### src/rtl/fsd_pkg.sv
package fsd_pkg;
  localparam int unsigned FRAME_W  = 16;
  localparam int unsigned PRE_W    = 4;
  localparam logic [FRAME_W-1:0] WORD_A   = 16'h9336;
  localparam logic [FRAME_W-1:0] WORD_B   = 16'hC4D6;
  localparam logic [PRE_W-1:0]   PREAMBLE = 4'hA;
endpackage

### src/rtl/fsd_edge_det.sv
module fsd_edge_det (
  input  logic clk_i,
  input  logic rst_ni,
  input  logic lvl_i,
  output logic rise_o,
  output logic fall_o
);
  logic prev_q;

  // idle-high line: reset to 1 so no false rise
  always_ff @(posedge clk_i or negedge rst_ni) begin
    if (!rst_ni) prev_q <= 1'b1;
    else         prev_q <= lvl_i;
  end

  assign rise_o = lvl_i & ~prev_q;
  assign fall_o = ~lvl_i & prev_q;
endmodule

### src/rtl/fsd_shift_match.sv
module fsd_shift_match #(
  parameter int unsigned FRAME_W = fsd_pkg::FRAME_W,
  parameter int unsigned PRE_W   = fsd_pkg::PRE_W,
  parameter logic [FRAME_W-1:0] WORD_A   = fsd_pkg::WORD_A,
  parameter logic [FRAME_W-1:0] WORD_B   = fsd_pkg::WORD_B,
  parameter logic [PRE_W-1:0]   PREAMBLE = fsd_pkg::PREAMBLE
) (
  input  logic clk_i,
  input  logic rst_ni,
  input  logic clr_i,
  input  logic shift_i,
  input  logic bit_i,
  input  logic bit_sync_i,
  input  logic pat_sel_i,
  output logic match_o
);
  localparam int unsigned SEARCH_W = FRAME_W + PRE_W;

  logic [SEARCH_W-1:0] sreg_q;
  logic [SEARCH_W-1:0] sreg_nxt;
  logic [FRAME_W-1:0]  word;
  logic [SEARCH_W-1:0] full_word;
  logic                hit;

  assign sreg_nxt  = {sreg_q[SEARCH_W-2:0], bit_i};
  assign word      = pat_sel_i ? WORD_B : WORD_A;
  assign full_word = {PREAMBLE, word};

  always_comb begin
    if (bit_sync_i) hit = (sreg_nxt == full_word);
    else            hit = (sreg_nxt[FRAME_W-1:0] == word);
  end

  // compare against the incoming bit so the flag sets on the same edge
  assign match_o = shift_i & hit;

  always_ff @(posedge clk_i or negedge rst_ni) begin
    if (!rst_ni)      sreg_q <= '0;
    else if (clr_i)   sreg_q <= '0;
    else if (shift_i) sreg_q <= sreg_nxt;
  end
endmodule

### src/rtl/fsd_gate_ctrl.sv
module fsd_gate_ctrl (
  input  logic clk_i,
  input  logic rst_ni,
  input  logic det_en_i,
  input  logic pd_full_i,
  input  logic match_i,
  input  logic fall_i,
  output logic det_o,
  output logic pass_o
);
  logic det_q, pass_q;
  logic kill;

  assign kill = ~det_en_i | pd_full_i;

  always_ff @(posedge clk_i or negedge rst_ni) begin
    if (!rst_ni)      det_q <= 1'b0;
    else if (kill)    det_q <= 1'b0;
    else if (match_i) det_q <= 1'b1;
  end

  // open the lines on the falling rx edge after the sync word
  always_ff @(posedge clk_i or negedge rst_ni) begin
    if (!rst_ni)               pass_q <= 1'b0;
    else if (kill)             pass_q <= 1'b0;
    else if (det_q && fall_i)  pass_q <= 1'b1;
  end

  assign det_o  = det_q;
  assign pass_o = pass_q;

  a_r4_flag_cleared: assert property (@(posedge clk_i) disable iff (!rst_ni)
    $past(!det_en_i) |-> !det_q);
  a_r7_sticky: assert property (@(posedge clk_i) disable iff (!rst_ni)
    (det_q && det_en_i && !pd_full_i) |=> det_q);
  a_r9_pd_clear: assert property (@(posedge clk_i) disable iff (!rst_ni)
    pd_full_i |=> !det_q);
  a_r8_pass_after_det: assert property (@(posedge clk_i) disable iff (!rst_ni)
    pass_q |-> det_q);
  a_r6_set_on_match: assert property (@(posedge clk_i) disable iff (!rst_ni)
    $rose(det_q) |-> $past(match_i));
endmodule

### src/rtl/sync_word_detector.sv
module sync_word_detector #(
  parameter int unsigned FRAME_W = fsd_pkg::FRAME_W,
  parameter int unsigned PRE_W   = fsd_pkg::PRE_W,
  parameter logic [FRAME_W-1:0] WORD_A   = fsd_pkg::WORD_A,
  parameter logic [FRAME_W-1:0] WORD_B   = fsd_pkg::WORD_B,
  parameter logic [PRE_W-1:0]   PREAMBLE = fsd_pkg::PREAMBLE
) (
  input  logic clk_i,
  input  logic rst_ni,
  input  logic rx_bit_i,
  input  logic rx_clk_i,
  input  logic det_en_i,
  input  logic bit_sync_i,
  input  logic pat_sel_i,
  input  logic pwr_dn_i,
  input  logic rx_on_i,
  output logic frame_det_o,
  output logic rx_data_o,
  output logic rx_clk_o
);
  logic rise, fall, match, det, pass;
  logic pd_full, shift, clr, gate_open;

  assign pd_full = pwr_dn_i & ~rx_on_i;
  assign clr     = ~det_en_i | pd_full;
  assign shift   = rise & ~clr;

  fsd_edge_det u_edge (
    .clk_i  (clk_i),
    .rst_ni (rst_ni),
    .lvl_i  (rx_clk_i),
    .rise_o (rise),
    .fall_o (fall)
  );

  fsd_shift_match #(
    .FRAME_W  (FRAME_W),
    .PRE_W    (PRE_W),
    .WORD_A   (WORD_A),
    .WORD_B   (WORD_B),
    .PREAMBLE (PREAMBLE)
  ) u_match (
    .clk_i      (clk_i),
    .rst_ni     (rst_ni),
    .clr_i      (clr),
    .shift_i    (shift),
    .bit_i      (rx_bit_i),
    .bit_sync_i (bit_sync_i),
    .pat_sel_i  (pat_sel_i),
    .match_o    (match)
  );

  fsd_gate_ctrl u_ctrl (
    .clk_i     (clk_i),
    .rst_ni    (rst_ni),
    .det_en_i  (det_en_i),
    .pd_full_i (pd_full),
    .match_i   (match),
    .fall_i    (fall),
    .det_o     (det),
    .pass_o    (pass)
  );

  assign gate_open   = ~det_en_i | pass;
  assign rx_data_o   = gate_open ? rx_bit_i : 1'b1;
  assign rx_clk_o    = gate_open ? rx_clk_i : 1'b1;
  assign frame_det_o = det;

  a_r5_hold_high: assert property (@(posedge clk_i) disable iff (!rst_ni)
    (det_en_i && !det) |-> (rx_data_o && rx_clk_o));
  a_r4_pass_thru: assert property (@(posedge clk_i) disable iff (!rst_ni)
    !det_en_i |-> (rx_data_o == rx_bit_i && rx_clk_o == rx_clk_i));
endmodule

### config.mk
export PLATFORM = sky130hd
export DESIGN_NAME = sync_word_detector
export DESIGN_NICKNAME = d
export VERILOG_FILES = /design/src/rtl/fsd_pkg.sv /design/src/rtl/fsd_edge_det.sv /design/src/rtl/fsd_shift_match.sv /design/src/rtl/fsd_gate_ctrl.sv /design/src/rtl/sync_word_detector.sv
export SDC_FILE = /design/constraint.sdc
export NUM_CORES = 1
export LEC_CHECK = 0
export ABC_AREA = 1
export BUFFER_PORTS_ARGS = -buffer_cell sky130_fd_sc_hd__buf_2
export CAP_MARGIN = 20
export CORE_MARGIN = 10
export CORE_UTILIZATION = 60
export CTS_BUF_LIST = sky130_fd_sc_hd__clkbuf_8 sky130_fd_sc_hd__clkbuf_16
export DETAILED_ROUTE_END_ITERATION = 6
export GPL_ROUTABILITY_DRIVEN = 0
export PLACE_DENSITY = 0.81
export SYNTH_ARGS = -nofsm -noshare
export SYNTH_HDL_FRONTEND = slang
export SYNTH_SLANG_ARGS = --single-unit
### constraint.sdc
create_clock -name clk_i -period 2.3 [get_ports clk_i]
set_input_delay 0.115 -clock clk_i [delete_from_list [all_inputs] [get_ports clk_i]]
set_output_delay 0.115 -clock clk_i [all_outputs]
set_load 0.005 [all_outputs]
# Yosys cells after proc, flatten, opt, wreduce, memory -nomap -nowiden
# Cells that the tools add are included.
[word_totals] register_bits=22 latch_bits=0 mem_bits_rw=0 rom_bits=0 inputBits=9 output_inout_bits=3 elab_cells=32 memories=0
[classes] add_sub_neg=0 mul=0 div_mod_pow=0 n_lt_le_gt_ge=0 n_eq_ne=2 shift=0 muxes=10 n_bitwise=12 n_reduce_logical=4
[ops] op="$mux W19" count=2
[ops] op="$eq A20 B20 Y1" count=1
[ops] op="$eq A16 B16 Y1" count=1
[ops] op="$mux W15" count=1
[ops] op="$mux W1" count=7
[ops] op="$reduce_bool A2 Y1" count=3
[ops] op="$and A1 B1 Y1" count=5
[ops] op="$not A1 Y1" count=5
[ops] op="$or A1 B1 Y1" count=2
[ops] op="$logic_and A1 B1 Y1" count=1

# Logic depth before layout (Yosys ltp)
# Gate-level depths: netlist of run 1.
[depth] depth_word=8 mapped_depth=7 depth_no_buf=7

# Modules after synthesis
# A second synthesis of run 1 with hierarchy kept.
[unflattened] cells_unflattened=130 hier_area_um2=1082.3
[by_module_without_submodules] mod="fsd_shift_match" instances=1 cells_per_inst=107 area_each_um2=910.9
[by_module_without_submodules] mod="fsd_gate_ctrl" instances=1 cells_per_inst=9 area_each_um2=81.3
[by_module_without_submodules] mod="sync_word_detector" instances=1 cells_per_inst=9 area_each_um2=48.8
[by_module_without_submodules] mod="fsd_edge_det" instances=1 cells_per_inst=5 area_each_um2=41.3

# Least setup slack after synthesis of run 1
# No wires, ideal clock.
[synth_timing] path_type="reg-to-reg" from="register u_edge.prev_q" to="register u_match.sreg_q[13]" setup_time_ps=87 arrival_time_ps=937 t_required_ps=2213 slack_ps=1276 path_stages_with_launch=6 n_path_buf=1 period_less_slack_ps=1024 path_cell_list="dfstp_2 > nor2_4 > inv_2 > buf_6 > nor2_1 > a211oi_2"
[synth_via] elab_chain_len=4
[synth_rtl] item="start: declaration" line_no="fsd_edge_det.sv:8" rtl="logic prev_q;"
[synth_rtl] item="start signal: assignment" line_no="fsd_edge_det.sv:13" rtl="else prev_q <= lvl_i;"
[synth_rtl] item="$not A1 Y1" line_no="fsd_edge_det.sv:16" rtl="assign rise_o = lvl_i & ~prev_q;"
[synth_rtl] item="$and A1 B1 Y1" line_no="fsd_edge_det.sv:16"
[synth_rtl] item="$and A1 B1 Y1" line_no="sync_word_detector.sv:26" rtl="assign shift = rise & ~clr;"
[synth_rtl] item="$reduce_bool A2 Y1 (no source line)"
[synth_rtl] item="end signal: assignment" line_no="fsd_shift_match.sv:40" rtl="else if (shift_i) sreg_q <= sreg_nxt;"
[synth_rtl] item="end: declaration" line_no="fsd_shift_match.sv:19" rtl="logic [SEARCH_W-1:0] sreg_q;"
# Every way passes these cells.
# A chain may end at the register's enable or synchronous reset.

# Final worst setup path of run 1
[layout_timing] from="input rx_clk_i" to="register u_match.sreg_q[13]"
[layout_via] elab_chain_len=3
[layout_rtl] item="start: declaration" line_no="sync_word_detector.sv:11" rtl="input logic rx_clk_i,"
[layout_rtl] item="$and A1 B1 Y1" line_no="fsd_edge_det.sv:16"
[layout_rtl] item="$and A1 B1 Y1" line_no="sync_word_detector.sv:26"
[layout_rtl] item="$reduce_bool A2 Y1 (no source line)"
# Every way passes these cells.

==> results of run 1 <==
[state kept, by name, summed over array words and instances (netlist names)]
register	flops
u_match.sreg_q	19
u_edge.prev_q	1
u_ctrl.pass_o	1
u_ctrl.det_o	1
[power by group through the flow]
stage	sequential, mW	clock (mW)	combinational, mW
after floorplan	0.419	0	0.0568
after global placement	0.422	0	0.0781
after detailed placement	0.422	0	0.0811
after CTS	0.415	0.279	0.0843
after global routing	0.417	0.298	0.0959
final	0.415	0.276	0.0836
[synthesized netlist by cell type, drive strengths merged]
cell	instances	area, um2
a211oi	3	37.5
a21oi	15	86.3
buf	4	28.8
clkinv	1	3.75
dfrtp	21	526
dfstp	1	26.3
inv	21	78.8
nand2	25	93.8
nand3	3	15.0
nor2	20	82.6
o21ai	17	85.1
[metal layers]
layer | global-route usage | wire, um | vias up
met5 | 0 | 0 | -
met4 | 0.0486 | 31 | 0
met3 | 0.0430 | 136 | 5
met2 | 0.176 | 998 | 27
met1 | 0.144 | 945 | 406
li1 | - | - | 438
[layout make-up]
cell class                      instances  area (um2)
Sequential cell                        22         552
Fill cell                             128         512
Multi-Input combinational cell         83         400
Inverter                               22        82.6
Timing Repair Buffer                   13        75.1
Clock buffer                            4        55.1
Tap cell                               25        31.3
[worst paths after layout]
check,endpoint,slack [ns],depth (start not counted)
worst max-delay path,u_match.sreg_q[13],0.69,6
worst min-delay path,u_match.sreg_q[0],0.12,3
worst max register to register,u_match.sreg_q[13],0.83,3
worst min register to register,u_ctrl.det_o,0.53,2
max in group asynchronous,u_edge.prev_q,1.62,2
min in group asynchronous,u_match.sreg_q[15],0.33,2
[stage by stage]
step / instance area (um2) / hold WS, ns / instances
2_1_floorplan: 1060 / -0.181 / 131
3_3_place_gp: 1120 / 0.100 / 163
3_5_place_dp: 1120 / 0.102 / 163
4_1_cts: 1200 / 0.119 / 169
5_1_grt: 1200 / 0.120 / 169
6_report: 1200 / 0.118 / 169
[worst max-delay path, cell delays in order]
cell	delay (ns)
dlygate4sd3_1	0.53
buf_2	0.12
inv_2	0.05
nor2_4	0.45
inv_2	0.24
a211oi_2	0.28
[cells by family after synthesis]
group / after synthesis / share of synthesized area
simple gates: 48 / 0.180
buf+inv: 26 / 0.105
flops: 22 / 0.519
compound gates: 35 / 0.196
==> impl_metrics.ini, run 1 <==
[status]
status = complete, no violations

[cts]
cts_root_buf = clkbuf_8
cts-resized-gates = 0
cts_max_level = 1
insertion_delay_ns = 0.26
cts_sinks = 22
ctsHoldBuffers = 2
cts_made_buffers = 3
clk_pin_slew_ns = 0.08
clockBufferDepth = 2
tritoncts = yes
post-cts-setup-buffers = 0

[timing]
rsz0062_at_grt = no
worst_pin_slew_ns = 0.575
timing.fmax_mhz = 622
fin_tns_setup_ns = 0
min_period_ns = 1.61
setup_violations = 0
finalCritPeriodShare = 0.699
setup_slack_ns = 0.691
finalMaxSlewViolations = 0
hold_viol = 0
timing.slew.headroom = 0.616
skew_ns = 0.00439

[route]
wl_per_cell_um = 12.5
first_pass_iters = 4
avgViaCountPerCell = 5.18
drt-initial-drc-count = 27
ant_nets = 0
vias = 876
drc = 0
routed_wl_um = 2110

[critical_path]
end_kind = flop
cp.required_ns = 2.48
critPathLaunchType = input port
startpoint = rx_clk_i
cp.arrival_ns = 1.79
path_class = input port to flop
rr_startpoint = u_edge.prev_q
path_max_fanout = 28

[power_and_ir_drop]
p_int_mw = 0.584
clockPowerShare = 0.356
swShare = 0.246
power_leakage_nw = 0.600
p_comb_frac = 0.108
power_mw = 0.775
vdd_drop_max_v = 0.000437
switching_power_mw = 0.191
seq_power_share = 0.536
p_per_area_nw_per_um2 = 648

[global_route]
track_usage = 0.116
gr-total-overflow = 0
grt_pass1_vias = 795
grt_pass1_wl_um = 3690
antenna_found_initial = 0
grt_start_max_net_pins = 29

[synthesis]
synth_nets = 140
synth_area_um2 = 1060
netlist-cell-type-count = 17
yosys_warnings = 0
yosysSeqAreaShare = 0.519
ys_ff_latch = 22
avgSynthCellArea_um2 = 8.12
syn_inst = 131

[floorplanning]
die_y_um = 62.1
placementRows = 15
initial_core_util = 0.623
design.core.area_um2 = 1710
die_w_um = 62.1
dieArea_um2 = 3860
design.portCount = 12

[finish]
drive_gt1_frac = 0.188
layout_common_cells = 25 x nand2_1, 21 x dfrtp_1, 19 x nor2_1, 15 x inv_1, 14 x a21oi_1
diodes = 0
nets = 154
layout_commonest_cell = nand2_1
fin_util = 0.700
syn2layout_area_growth_pct = 12.5

[min_path]
hp-start = rx_bit_i
hp-class = input port to flop

[placed_design]
port_buffers = 11
dp_worst_setup_slack_ns = 0.872
hpwl_um = 1480

[flow_run]
cap_viol_max_count = 0
Power figures use the tool's default switching activity.
==> inputs of run 2 (changes only) <==
--- a/config.mk
+++ b/config.mk
@@ -9,11 +9,11 @@
 export BUFFER_PORTS_ARGS = -buffer_cell sky130_fd_sc_hd__buf_2
 export CAP_MARGIN = 20
 export CORE_MARGIN = 10
-export CORE_UTILIZATION = 60
+export CORE_UTILIZATION = 50
 export CTS_BUF_LIST = sky130_fd_sc_hd__clkbuf_8 sky130_fd_sc_hd__clkbuf_16
 export DETAILED_ROUTE_END_ITERATION = 6
 export GPL_ROUTABILITY_DRIVEN = 0
-export PLACE_DENSITY = 0.81
+export PLACE_DENSITY = 0.73
 export SYNTH_ARGS = -nofsm -noshare
 export SYNTH_HDL_FRONTEND = slang
 export SYNTH_SLANG_ARGS = --single-unit
==> constraint.sdc (replaced) <==
create_clock -name clk_i -period 1.45 [get_ports clk_i]
set_input_delay 0.0725 -clock clk_i [delete_from_list [all_inputs] [get_ports clk_i]]
set_output_delay 0.0725 -clock clk_i [all_outputs]
set_load 0.005 [all_outputs]
==> impl_metrics.ini, run 2 (synthesized netlist as in run 1, its figures left out) <==
[status]
status = complete, no violations

[global_route]
grt_pass1_vias = 863
track_usage = 0.103
antenna_found_initial = 0
grt_start_max_net_pins = 23
gr-total-overflow = 0
grt_pass1_wl_um = 3590

[finish]
layout_commonest_cell = nand2_1
syn2layout_area_growth_pct = 13.2
diodes = 0
nets = 156
finalNonFillerCells = 173
largest_reg_flops = 19
largest-register = u_match.sreg_q
layout_common_cells = 25 x nand2_1, 21 x dfrtp_1, 19 x nor2_1, 16 x inv_1, 14 x a21oi_1
design_area_um2 = 1200
drive_gt1_frac = 0.192

[timing]
worst_pin_slew_ns = 0.480
setup_violations = 0
finalMaxSlewViolations = 0
finalCritPeriodShare = 0.806
whs_ns = 0.0806
skew_ns = 0.00142
hold_viol = 0
fin_tns_setup_ns = 0
timing.slew.headroom = 0.680
min_period_ns = 1.17
timing.fmax_mhz = 855
rsz0062_at_grt = no

[critical_path]
path_class = input port to flop
crit_chain = dlygate4sd3_1, buf_2, inv_2, nor2_4, buf_4, o21ai_0, a21oi_1
path_buf_inv = 4
crit_slowest_cell = dlygate4sd3_1
slowest_delay_ns = 0.53
cp-endpoint = u_match.sreg_q[14]
end_kind = flop
path_max_fanout = 12
rrSetupSlack_ns = 0.32
startpoint = rx_clk_i
critPathLaunchType = input port
cp.required_ns = 1.64
cp.arrival_ns = 1.36
crit_cells = 7
cp_top_family = buffers and inverters
r2r_cells = 4
regToRegEndpoint = u_match.sreg_q[0]
rr_startpoint = u_edge.prev_q

[placed_design]
hpwl_um = 1560
place_inst = 167
dpl_cell_area_um2 = 1140
port_buffers = 11

[power_and_ir_drop]
swShare = 0.252
p_per_area_nw_per_um2 = 974
seq_power_share = 0.562
vdd_drop_max_v = 0.000595
p_comb_frac = 0.116
clockPowerShare = 0.323
p_int_mw = 0.877
switching_power_mw = 0.295
power_leakage_nw = 0.608

[min_path]
hp-class = input port to flop

[route]
dr.max_layer_used = met4
drc = 0
avgViaCountPerCell = 4.97
routed_wl_um = 2080
drt-initial-drc-count = 53
ant_nets = 0
first_pass_iters = 4
wl_per_cell_um = 12.0
met2_length_um = 979
vias = 860
wl_met1_um = 955
wl_met3_um = 79

[cts]
clockBufferDepth = 2
insertion_delay_ns = 0.26
cts_root_buf = clkbuf_8
cts_sinks = 22
tritoncts = yes
cts_max_level = 1
cts_made_buffers = 3
clk_pin_slew_ns = 0.07
cts-resized-gates = 0

[floorplanning]
design.core.area_um2 = 2000
dieArea_um2 = 4370
design.portCount = 12
placementRows = 16
die_y_um = 66.1
die_w_um = 66.1
initial_core_util = 0.531

[flow_run]
cap_viol_max_count = 0
run 2: worst min path at each step:
stage / end / cells after the start / from / slack, ns
after global routing: u_match.sreg_q[0] / 3 / rx_bit_i / 0.09
after CTS: u_match.sreg_q[0] / 3 / rx_bit_i / 0.08
after floorplan: u_ctrl.det_o / 0 / rst_ni / -0.22
after detailed placement: u_match.sreg_q[5] / 1 / rst_ni / 0.06
final: u_match.sreg_q[0] / 3 / rx_bit_i / 0.08
after global placement: u_match.sreg_q[5] / 1 / rst_ni / 0.06
run 2: repair_timing:
action,4_1_cts,5_1_grt
setup buffers,0,0
hold endpoints to repair,22,0
hold buffers,2,0
run 2: through the flow:
stage                util  setup WS, ns  power [mW]
floorplan               -         0.426       0.755
global route        0.601         0.201        1.22
detailed placement  0.569         0.337       0.803
CTS                 0.601         0.293        1.18
finish              0.601         0.281        1.17
global placement    0.569         0.378       0.798
run 2: worst min-delay path, cell delays in order:
cell and delay [ns]:
buf_2 0.10, inv_1 0.07, a21oi_1 0.06
run 2: final cells by class:
| class | instances | area [um2] |
|---|---|---|
| clock buffer | 3 | 41.3 |
| clock inverter | 1 | 3.75 |
| fill | 190 | 798 |
| inverter | 22 | 82.6 |
| multi-input combinational | 83 | 400 |
| sequential | 22 | 552 |
| tap | 27 | 33.8 |
| timing repair buffer | 15 | 90.1 |
run 2: power by group through the flow:
stage | sequential [mW] | combinational (mW) | clock [mW]
detailed placement | 0.670 | 0.133 | 0
global placement | 0.669 | 0.129 | 0
floorplan | 0.665 | 0.0902 | 0
CTS | 0.658 | 0.138 | 0.387
global route | 0.663 | 0.155 | 0.407
finish | 0.659 | 0.136 | 0.378
run 2: metal layers:
layer,vias to the layer above,global-route usage
met5,-,0
met2,15,0.163
met4,0,0.0576
met3,7,0.0288
li1,441,-
met1,397,0.124
==> inputs of run 3 (changes only) <==
==> constraint.sdc (replaced) <==
create_clock -name clk_i -period 1 [get_ports clk_i]
set_input_delay 0.05 -clock clk_i [delete_from_list [all_inputs] [get_ports clk_i]]
set_output_delay 0.05 -clock clk_i [all_outputs]
set_load 0.005 [all_outputs]
==> impl_metrics.ini, run 3 (synthesized netlist as in run 1, its figures left out) <==
[cts]
clockBufferDepth = 2
cts_max_level = 1
insertion_delay_ns = 0.26
clk_pin_slew_ns = 0.08
cts_sinks = 22
tritoncts = yes
cts_made_buffers = 3
cts_root_buf = clkbuf_8

[floorplanning]
design.core.area_um2 = 2000
die_y_um = 66.1
initial_core_util = 0.531
die_w_um = 66.1
placementRows = 16
design.portCount = 12
dieArea_um2 = 4370

[timing]
min_period_ns = 1.10
whs_ns = 0.0482
hold_viol = 0
timing.slew.headroom = 0.670
setup_slack_ns = -0.0977
finalCritPeriodShare = 1.10
worst_pin_slew_ns = 0.496
setup_violations = 20
rsz0062_at_grt = yes
timing.fmax_mhz = 911
finalMaxSlewViolations = 0
skew_ns = 0.00456

[route]
ant_nets = 0
avgViaCountPerCell = 5.03
drt-initial-drc-count = 61
drc = 0
wl_per_cell_um = 12.8
vias = 920
routed_wl_um = 2340
first_pass_iters = 4

[global_route]
antenna_found_initial = 0
gr-total-overflow = 0
grt_pass1_wl_um = 3900
grt_start_max_net_pins = 23
grt_pass1_vias = 909
track_usage = 0.112

[status]
status = finished with violations
violations = setup timing

[critical_path]
end_kind = flop
critPathLaunchType = flop
path_max_fanout = 8
path_class = flop to flop
cp.arrival_ns = 1.25
cp.required_ns = 1.15

[power_and_ir_drop]
power_mw = 1.85
vdd_drop_max_v = 0.00102
power_leakage_nw = 0.670
p_per_area_nw_per_um2 = 1370

[finish]
fin_util = 0.673
diodes = 0
design_area_um2 = 1350
drive_gt1_frac = 0.346
nets = 166
largest-register = u_match.sreg_q
syn2layout_area_growth_pct = 26.7
layout_commonest_cell = nand2_1
largest_reg_flops = 19
layout_common_cells = 25 x nand2_1, 21 x dfrtp_1, 18 x nor2_1, 14 x inv_1, 13 x a21oi_1

[placed_design]
hpwl_um = 1630
dpl_cell_area_um2 = 1190
port_buffers = 11

[flow_run]
cap_viol_max_count = 0

[min_path]
hp-class = input port to flop
-- run 3: cell types whose count changed in the layout (fill, tap and decap cells not counted), sizes merged --
cell,delta
buf,+10
clkbuf,+1
inv,-1
-- run 3: final timing paths --
check / from / endpoint / slack (ns) / cells after the start
max reg2reg: u_edge.prev_q / u_match.sreg_q[6] / -0.1 / 4
max in group asynchronous: rst_ni / u_edge.prev_q / 0.37 / 2
max: u_edge.prev_q / u_match.sreg_q[6] / -0.1 / 4
min in group asynchronous: rst_ni / u_ctrl.det_o / 0.28 / 2
min reg2reg: u_ctrl.det_o / u_ctrl.det_o / 0.54 / 2
min: rx_bit_i / u_match.sreg_q[0] / 0.05 / 3
-- run 3: through the flow --
step / cells / setup slack [ns] / setup TNS, ns
2_1_floorplan: 131 / -0.0111 / -0.0427
3_3_place_gp: 173 / -0.0534 / -0.575
3_5_place_dp: 173 / -0.103 / -1.13
4_1_cts: 178 / -0.0647 / -0.723
5_1_grt: 183 / -0.204 / -2.36
6_report: 183 / -0.0977 / -1.20
-- run 3: layer usage --
layer  routed length [um]  vias to the layer above  GRT usage
met3                  161                        7     0.0305
met2                 1120                       24      0.176
met4                   43                        0     0.0733
li1                     -                      461          -
met1                 1010                      428      0.132
met5                    0                        -          0
-- run 3: power by group --
group	switching [mW]	internal [mW]	total [mW]
logic	0.151	0.100	0.251
clock network	0.288	0.351	0.639
registers	0.0308	0.927	0.958
-- run 3: area by class of cell --
| class | count | area (um2) |
|---|---|---|
| fill | 165 | 654 |
| sequential | 22 | 552 |
| multi-input combinational | 83 | 453 |
| timing repair buffer | 25 | 169 |
| inverter | 22 | 85.1 |
| clock buffer | 4 | 55.1 |
| tap | 27 | 33.8 |
-- run 3: repair_timing --
action                                  CTS  global route
hold buffers                              1             1
gates resized for setup                  19             5
pin swaps                                 0             6
endpoints found under the setup margin   21            22
buffers inserted                          0             5
endpoints found under the hold margin    22             1
-- run 3: critical path, cell delays in order (launching register included) --
cell and delay [ns]:
dfstp_2 0.56, nor2_4 0.07, buf_4 0.17, o21ai_2 0.15, a21oi_2 0.04
